===== src/rtl/i2cs_pkg.sv =====
package i2cs_pkg;

  localparam int BYTE_W    = 8;
  localparam int SUB_IDX_W = 4;
  localparam int BITCNT_W  = 4;

  typedef enum logic [2:0] {
    PH_IDLE,
    PH_ADDR,
    PH_SUB,
    PH_DATA,
    PH_SKIP
  } phase_e;

endpackage


===== src/rtl/i2cs_line_filter.sv =====
module i2cs_line_filter #(
  parameter int FILT_LEN = 3
) (
  input  logic clk,
  input  logic rst_n,
  input  logic line_i,
  output logic line_o
);

  logic [1:0]          sync_q, sync_d;
  logic [FILT_LEN-1:0] hist_q, hist_d;
  logic                filt_q, filt_d;

  always_comb begin
    sync_d = {sync_q[0], line_i};
    hist_d = {hist_q[FILT_LEN-2:0], sync_q[1]};
    filt_d = filt_q;
    if (&hist_q)       filt_d = 1'b1;
    else if (~|hist_q) filt_d = 1'b0;
  end

  always_ff @(posedge clk or negedge rst_n) begin
    if (!rst_n) begin
      sync_q <= '1;
      hist_q <= '1;
      filt_q <= 1'b1;
    end else begin
      sync_q <= sync_d;
      hist_q <= hist_d;
      filt_q <= filt_d;
    end
  end

  assign line_o = filt_q;

endmodule


===== src/rtl/i2cs_bus_events.sv =====
module i2cs_bus_events (
  input  logic clk,
  input  logic rst_n,
  input  logic scl_i,
  input  logic sda_i,
  output logic scl_rise_o,
  output logic scl_fall_o,
  output logic start_o,
  output logic stop_o
);

  logic scl_q, sda_q;

  always_ff @(posedge clk or negedge rst_n) begin
    if (!rst_n) begin
      scl_q <= 1'b1;
      sda_q <= 1'b1;
    end else begin
      scl_q <= scl_i;
      sda_q <= sda_i;
    end
  end

  always_comb begin
    scl_rise_o = ~scl_q &  scl_i;
    scl_fall_o =  scl_q & ~scl_i;
    start_o    =  scl_q &  scl_i &  sda_q & ~sda_i;
    stop_o     =  scl_q &  scl_i & ~sda_q &  sda_i;
  end

endmodule


===== src/rtl/i2cs_byte_engine.sv =====
module i2cs_byte_engine
  import i2cs_pkg::*;
#(
  parameter logic [6:0] DEV_ADDR = 7'b1000100,
  parameter int         NREG     = 9
) (
  input  logic                 clk,
  input  logic                 rst_n,
  input  logic                 scl_rise_i,
  input  logic                 scl_fall_i,
  input  logic                 start_i,
  input  logic                 stop_i,
  input  logic                 sda_i,
  output logic                 ack_o,
  output logic                 wr_en_o,
  output logic [SUB_IDX_W-1:0] wr_idx_o,
  output logic [BYTE_W-1:0]    wr_data_o
);

  localparam logic [SUB_IDX_W-1:0] LAST_IDX = SUB_IDX_W'(NREG - 1);
  localparam logic [BITCNT_W-1:0]  CNT_BYTE = BITCNT_W'(BYTE_W);
  localparam logic [BITCNT_W-1:0]  CNT_ACK  = BITCNT_W'(BYTE_W + 1);

  phase_e                phase_q, phase_d;
  logic [BITCNT_W-1:0]   bitcnt_q, bitcnt_d;
  logic [BYTE_W-1:0]     shift_q, shift_d;
  logic [SUB_IDX_W-1:0]  ptr_q, ptr_d;
  logic                  ai_q, ai_d;
  logic                  ack_q, ack_d;
  logic                  wr_en_q, wr_en_d;
  logic [SUB_IDX_W-1:0]  wr_idx_q, wr_idx_d;
  logic [BYTE_W-1:0]     wr_data_q, wr_data_d;
  logic                  active;

  assign active = (phase_q != PH_IDLE) && (phase_q != PH_SKIP);

  always_comb begin
    phase_d   = phase_q;
    bitcnt_d  = bitcnt_q;
    shift_d   = shift_q;
    ptr_d     = ptr_q;
    ai_d      = ai_q;
    ack_d     = ack_q;
    wr_en_d   = 1'b0;
    wr_idx_d  = wr_idx_q;
    wr_data_d = wr_data_q;
    if (start_i) begin
      phase_d  = PH_ADDR;
      bitcnt_d = '0;
      ack_d    = 1'b0;
    end else if (stop_i) begin
      phase_d  = PH_IDLE;
      bitcnt_d = '0;
      ack_d    = 1'b0;
    end else if (active) begin
      if (scl_rise_i && bitcnt_q != CNT_ACK) begin
        if (bitcnt_q < CNT_BYTE) shift_d = {shift_q[BYTE_W-2:0], sda_i};
        bitcnt_d = bitcnt_q + 1'b1;
      end
      if (scl_fall_i && bitcnt_q == CNT_BYTE) begin
        unique case (phase_q)
          PH_ADDR: ack_d = (shift_q[7:1] == DEV_ADDR) && !shift_q[0];
          PH_SUB: begin
            ack_d = (shift_q[SUB_IDX_W-1:0] <= LAST_IDX);
            ptr_d = shift_q[SUB_IDX_W-1:0];
            ai_d  = shift_q[SUB_IDX_W];
          end
          PH_DATA: begin
            if (ptr_q <= LAST_IDX) begin
              ack_d     = 1'b1;
              wr_en_d   = 1'b1;
              wr_idx_d  = ptr_q;
              wr_data_d = shift_q;
              if (ai_q) ptr_d = ptr_q + 1'b1;
            end
          end
          default: ack_d = 1'b0;
        endcase
      end else if (scl_fall_i && bitcnt_q == CNT_ACK) begin
        bitcnt_d = '0;
        ack_d    = 1'b0;
        if (!ack_q)                phase_d = PH_SKIP;
        else if (phase_q == PH_ADDR) phase_d = PH_SUB;
        else                       phase_d = PH_DATA;
      end
    end
  end

  always_ff @(posedge clk or negedge rst_n) begin
    if (!rst_n) begin
      phase_q   <= PH_IDLE;
      bitcnt_q  <= '0;
      shift_q   <= '0;
      ptr_q     <= '0;
      ai_q      <= 1'b0;
      ack_q     <= 1'b0;
      wr_en_q   <= 1'b0;
      wr_idx_q  <= '0;
      wr_data_q <= '0;
    end else begin
      phase_q   <= phase_d;
      bitcnt_q  <= bitcnt_d;
      shift_q   <= shift_d;
      ptr_q     <= ptr_d;
      ai_q      <= ai_d;
      ack_q     <= ack_d;
      wr_en_q   <= wr_en_d;
      wr_idx_q  <= wr_idx_d;
      wr_data_q <= wr_data_d;
    end
  end

  assign ack_o     = ack_q;
  assign wr_en_o   = wr_en_q;
  assign wr_idx_o  = wr_idx_q;
  assign wr_data_o = wr_data_q;

  AST_ACK_IN_NINTH: assert property (@(posedge clk) disable iff (!rst_n)
    ack_q |-> (bitcnt_q == CNT_BYTE || bitcnt_q == CNT_ACK));
  AST_STOP_RELEASES: assert property (@(posedge clk) disable iff (!rst_n)
    stop_i |=> !ack_q);
  AST_WRITE_IN_RANGE: assert property (@(posedge clk) disable iff (!rst_n)
    wr_en_q |-> wr_idx_q <= LAST_IDX);
  AST_WRITE_FROM_DATA: assert property (@(posedge clk) disable iff (!rst_n)
    wr_en_q |-> $past(phase_q) == PH_DATA);
  AST_SKIP_SILENT: assert property (@(posedge clk) disable iff (!rst_n)
    (phase_q == PH_SKIP) |-> (!ack_q && !wr_en_q));

endmodule


===== src/rtl/i2cs_regbank.sv =====
module i2cs_regbank
  import i2cs_pkg::*;
#(
  parameter int NREG = 9
) (
  input  logic                   clk,
  input  logic                   rst_n,
  input  logic                   wr_en_i,
  input  logic [SUB_IDX_W-1:0]   wr_idx_i,
  input  logic [BYTE_W-1:0]      wr_data_i,
  output logic [NREG*BYTE_W-1:0] regs_o,
  output logic [NREG-1:0]        stb_o
);

  for (genvar i = 0; i < NREG; i++) begin : g_reg
    logic              hit;
    logic [BYTE_W-1:0] val_q, val_d;
    logic              stb_q;

    assign hit = wr_en_i && (wr_idx_i == SUB_IDX_W'(i));

    always_comb begin
      val_d = val_q;
      if (hit) val_d = wr_data_i;
    end

    always_ff @(posedge clk or negedge rst_n) begin
      if (!rst_n) begin
        val_q <= '0;
        stb_q <= 1'b0;
      end else begin
        val_q <= val_d;
        stb_q <= hit;
      end
    end

    assign regs_o[i*BYTE_W +: BYTE_W] = val_q;
    assign stb_o[i]                   = stb_q;
  end

  AST_STB_ONEHOT: assert property (@(posedge clk) disable iff (!rst_n)
    $onehot0(stb_o));
  AST_STB_FOLLOWS_WRITE: assert property (@(posedge clk) disable iff (!rst_n)
    wr_en_i |=> $countones(stb_o) == 1);

endmodule


===== src/rtl/i2c_regfile_slave.sv =====
module i2c_regfile_slave
  import i2cs_pkg::*;
#(
  parameter logic [6:0] DEV_ADDR = 7'b1000100,
  parameter int         NREG     = 9,
  parameter int         FILT_LEN = 3
) (
  input  logic                   clk,
  input  logic                   rst_n,
  input  logic                   scl_i,
  input  logic                   sda_i,
  output logic                   sda_pd_n_o,
  output logic [NREG*BYTE_W-1:0] regs_o,
  output logic [NREG-1:0]        wr_stb_o
);

  localparam int NLINES = 2;

  logic [NLINES-1:0]    raw_lines, filt_lines;
  logic                 scl_rise, scl_fall, bus_start, bus_stop;
  logic                 ack;
  logic                 wr_en;
  logic [SUB_IDX_W-1:0] wr_idx;
  logic [BYTE_W-1:0]    wr_data;

  assign raw_lines = {sda_i, scl_i};

  for (genvar g = 0; g < NLINES; g++) begin : g_filt
    i2cs_line_filter #(.FILT_LEN(FILT_LEN)) u_filt (
      .clk    (clk),
      .rst_n  (rst_n),
      .line_i (raw_lines[g]),
      .line_o (filt_lines[g])
    );
  end

  i2cs_bus_events u_events (
    .clk        (clk),
    .rst_n      (rst_n),
    .scl_i      (filt_lines[0]),
    .sda_i      (filt_lines[1]),
    .scl_rise_o (scl_rise),
    .scl_fall_o (scl_fall),
    .start_o    (bus_start),
    .stop_o     (bus_stop)
  );

  i2cs_byte_engine #(.DEV_ADDR(DEV_ADDR), .NREG(NREG)) u_engine (
    .clk        (clk),
    .rst_n      (rst_n),
    .scl_rise_i (scl_rise),
    .scl_fall_i (scl_fall),
    .start_i    (bus_start),
    .stop_i     (bus_stop),
    .sda_i      (filt_lines[1]),
    .ack_o      (ack),
    .wr_en_o    (wr_en),
    .wr_idx_o   (wr_idx),
    .wr_data_o  (wr_data)
  );

  i2cs_regbank #(.NREG(NREG)) u_bank (
    .clk       (clk),
    .rst_n     (rst_n),
    .wr_en_i   (wr_en),
    .wr_idx_i  (wr_idx),
    .wr_data_i (wr_data),
    .regs_o    (regs_o),
    .stb_o     (wr_stb_o)
  );

  assign sda_pd_n_o = ~ack;

endmodule


===== config.mk =====
export PLATFORM = sky130hd
export DESIGN_NAME = i2c_regfile_slave
export DESIGN_NICKNAME = d
export VERILOG_FILES = /design/src/rtl/i2cs_pkg.sv /design/src/rtl/i2cs_line_filter.sv /design/src/rtl/i2cs_bus_events.sv /design/src/rtl/i2cs_byte_engine.sv /design/src/rtl/i2cs_regbank.sv /design/src/rtl/i2c_regfile_slave.sv
export SDC_FILE = /design/constraint.sdc
export NUM_CORES = 1
export LEC_CHECK = 0
export BUFFER_PORTS_ARGS = -buffer_cell sky130_fd_sc_hd__buf_4
export CORE_MARGIN = 10
export CORE_UTILIZATION = 25
export DETAILED_ROUTE_END_ITERATION = 16
export SLEW_MARGIN = 40
export SYNTH_ARGS = -nofsm -noshare
export SYNTH_HDL_FRONTEND = slang
export SYNTH_SLANG_ARGS = --single-unit

===== constraint.sdc =====
create_clock -name clk -period 4 [get_ports clk]
set_input_delay 0.6 -clock clk [delete_from_list [all_inputs] [get_ports clk]]
set_output_delay 0.6 -clock clk [all_outputs]
set_load 0.05 [all_outputs]

==> flow_summary.toml <==
[outcome]
result_of_the_run = "completed"

[worst_setup_path]
setup.worst_path.end_class = "flip-flop"
cp.required_ns = 4.30
worstSetupStartpointType = "flip-flop"
worstPathBufferInverterCount = 0
critPathMaxStageDelay_ns = 0.58
critPathMaxFanout = 13
reg2reg_setup_slack_ns = 2.14
worstPathCellList = "and4bb_4, and2b_2, and2_4, nand3_4, mux2_2"
worstPathArrival_ns = 2.16
critPathKind = "flip-flop to flip-flop"
cpMaxStageDelayCell = "dfstp_2"
critical-path-top-delay-family = "simple AND/OR/NAND/NOR gates"

[cts]
cts.repair.resized = 0
cts_tree = "done"
cts_hold_repair.buffers = 0
clock_path_buffers = 2
cts_htree_levels = 4
clkTransAtPathRegs_ns = 0.06
cts-root-buf = "clkbuf_16"
clk_latency_ns = 0.41
cts.sinks = 129
postCtsSetupBuffers = 0
cts-buffers-inserted = 17

[synthesis]
synthesis.area_per_instance_um2 = 12.1
combined_area_of_all_synthesized_cells_um2 = 5210
synth_enable_flop_cells = 0
seq_area_frac_synth_pct = 62.3
post_synth_main_area_contributors = "dfrtp_1 55%, mux2_2 11%, nand2_1 7.8%, dfstp_2 7.1%, mux2_4 2.6%"
synthDominantCellAreaShare_pct = 55.2
synth_fp_nets = 440
synthesis.yosys.warnings = 0
synth-seq-cells = 129
unique_cell_type_count_in_the_yosys_netlist = 48
postSynthCellCount = 431
synthFlopType = "dfrtp_1"
synthArstFlopShare_pct = 100
cell_accounting_for_the_most_synthesized_area = "dfrtp_1"

[power_and_ir_drop]
leakagePower_nw = 3.39
totalPowerFinal_mw = 3.16
vdd_ir_drop_max_uv = 300
cellPowerDensity_nw_per_um2 = 473

[global_routing]
grt_pass1_vias = 3538
initial_antenna_violation_count = 0
maximum_number_of_pins_on_one_net_before_global_route_repair = 73
grt.total_usage_pct = 8.93
grt_first_pass_wirelength_um = 19000
grt.overflow.total = 0

[final_layout]
final_net_count = 520
design_area_um2 = 6690
fraction_of_layout_instances_using_a_drive_strength_above_1_pct = 39.9
synthToLayoutAreaGrowth_pct = 28.3
stdcell_count = 794
antennaDiodeCount = 0

[detailed_routing]
final_antenna_net_count = 0
initialDrtViolationCount = 219
detail_routed_net_length_per_standard_cell_um = 15.1
drc = 0
drt_pre_antenna_iters = 4
drt_wl_total_um = 12000
vias = 3329
post_drt_via_cell_ratio = 4.19

[sta]
period_needed_ns = 1.86
final.period_utilization_pct = 46.5
rsz0062_at_grt = "false"
worst_slack_on_hold_paths_ns = 0.218
setup_viol = 0
final_max_slew_viol_count = 0
final_hold_viol_count = 0
timing.clock.skew_ns = 0.00590
timing.slew.headroom_pct = 55.4
clock.fmax_ghz = 0.537
setup-tns-final_ns = 0
tightest_slew_ns = 0.666

[die]
floorplan.rows = 52
floorplan.die.height_um = 164
ioPinCount = 86
start_util_pct = 25.6
core_area_um2 = 20400
die-area_um2 = 27000
die_width_um = 164

[placed_design]
place.detailed.hpwl_um = 8590
io_buffer_count = 85
post_dp_cell_area_um2 = 6080
gpl.final_weighted_congestion = 0.796
post-place-cells = 762

[worst_hold_path]
hold_path_class = "primary input to async pin"

[flow_run]
cap_violations = 0
sequential cells by signal (all words and copies together) (netlist names):
register              cells
g_filt.u_filt.hist_q      6
g_filt.u_filt.line_o      2
g_filt.u_filt.sync_q      4
u_bank.g.stb_q            9
u_bank.g.val_q           72
u_engine.ack_o            1
u_engine.ai_q             1
u_engine.bitcnt_q         4
u_engine.phase_q          3
u_engine.ptr_q            4
u_engine.shift_q          8
u_engine.wr_data_o        8
u_engine.wr_en_o          1
u_engine.wr_idx_o         4
u_events.scl_q            1
u_events.sda_q            1
final cells by class:
| class | instances | area [um^2] |
|---|---|---|
| Tap cell | 270 | 338 |
| Sequential cell | 129 | 3250 |
| Multi-Input combinational cell | 260 | 1770 |
| Clock buffer | 17 | 425 |
| Clock inverter | 15 | 183 |
| Inverter | 16 | 60.1 |
| Fill cell | 2033 | 13700 |
| Timing Repair Buffer | 87 | 669 |
synthesized netlist by cell type, types with 2 or more instances:
| cell type | number |
|---|---|
| dfrtp_1 | 115 |
| or2_2 | 3 |
| o31ai_1 | 3 |
| clkinv_1 | 4 |
| clkbuf_1 | 10 |
| ha_1 | 5 |
| a21oi_1 | 9 |
| nor2_1 | 11 |
| inv_1 | 12 |
| buf_2 | 5 |
| a31oi_1 | 3 |
| dfstp_2 | 14 |
| nand2_1 | 108 |
| buf_4 | 9 |
| mux2_4 | 9 |
| mux2_2 | 53 |
| a22o_1 | 2 |
| or3_1 | 2 |
| nand3_1 | 2 |
| nand3b_1 | 3 |
| a21oi_2 | 2 |
| nor3b_1 | 3 |
| nor3_1 | 3 |
| o21ai_0 | 9 |
| nand2b_1 | 6 |
| xnor2_1 | 3 |
| nor2_2 | 2 |
metal layers:
metal / wire length [um] / global-route usage, % / vias up
met4: 114 / 3.78 / 0
met2: 5750 / 13.9 / 87
met3: 904 / 3.63 / 12
li1: - / - / 1597
met5: 0 / 0 / -
met1: 5210 / 10.8 / 1633
report_power, final:
group          internal (mW)  leakage (nW)  switching [mW]
Combinational         0.0804          1.35           0.102
Clock                  0.986         0.292           0.582
Sequential              1.35          1.75          0.0589
Total                   2.42          3.39           0.743
layout by cell type (no fill, tap or decap), drive strengths merged, types with 4 or more instances in the layout:
cell type,netlist,final
a21oi,11,11
buf,15,87
clkbuf,11,17
clkinv,4,9
dfrtp,115,115
dfstp,14,14
ha,5,5
inv,12,16
mux2,62,62
nand2,108,108
nand2b,6,6
nor2,14,14
nor3,4,4
o21ai,10,10
cell families (layout without fill, tap and decap cells):
logic type | count (synthesis) | after routing | share of synthesized area [%]
AO/OA/AOI/OAI | 35 | 35 | 4.32
XOR/XNOR | 3 | 3 | 0.504
adder cells (fa/ha/maj) | 5 | 5 | 1.20
buffers and inverters | 42 | 135 | 3.96
flip-flops | 129 | 129 | 62.3
multiplexers | 63 | 63 | 14.2
AND/OR/NAND/NOR | 154 | 154 | 13.5
worst reg2reg max path: stages, from the launching register on:
cell	delay (ns)
dfstp_2	0.58
and4bb_4	0.23
and2b_2	0.21
and2_4	0.17
nand3_4	0.19
mux2_2	0.37
worst paths after layout:
check,endpoint,from,cells after the start
max in group asynchronous,u_bank.g_reg[1].val_q[1],rst_n,2
worst min-delay path,u_bank.g_reg[7].val_q[2],rst_n,1
worst max-delay path,u_engine.wr_idx_o[1],g_filt[0].u_filt.line_o,5
min in group clk,g_filt[0].u_filt.sync_q[0],scl_i,1
worst min register to register,g_filt[0].u_filt.hist_q[0],g_filt[0].u_filt.sync_q[1],0
worst max register to register,u_engine.wr_idx_o[1],g_filt[0].u_filt.line_o,5
stage by stage:
stage	util (%)	setup WS (ns)
after floorplan	-	2.24
after global placement	29.8	1.95
after detailed placement	29.8	2.15
after CTS	32.8	2.13
after global routing	32.8	2.03
final	32.8	2.14
(Power assumes the default switching activity.)
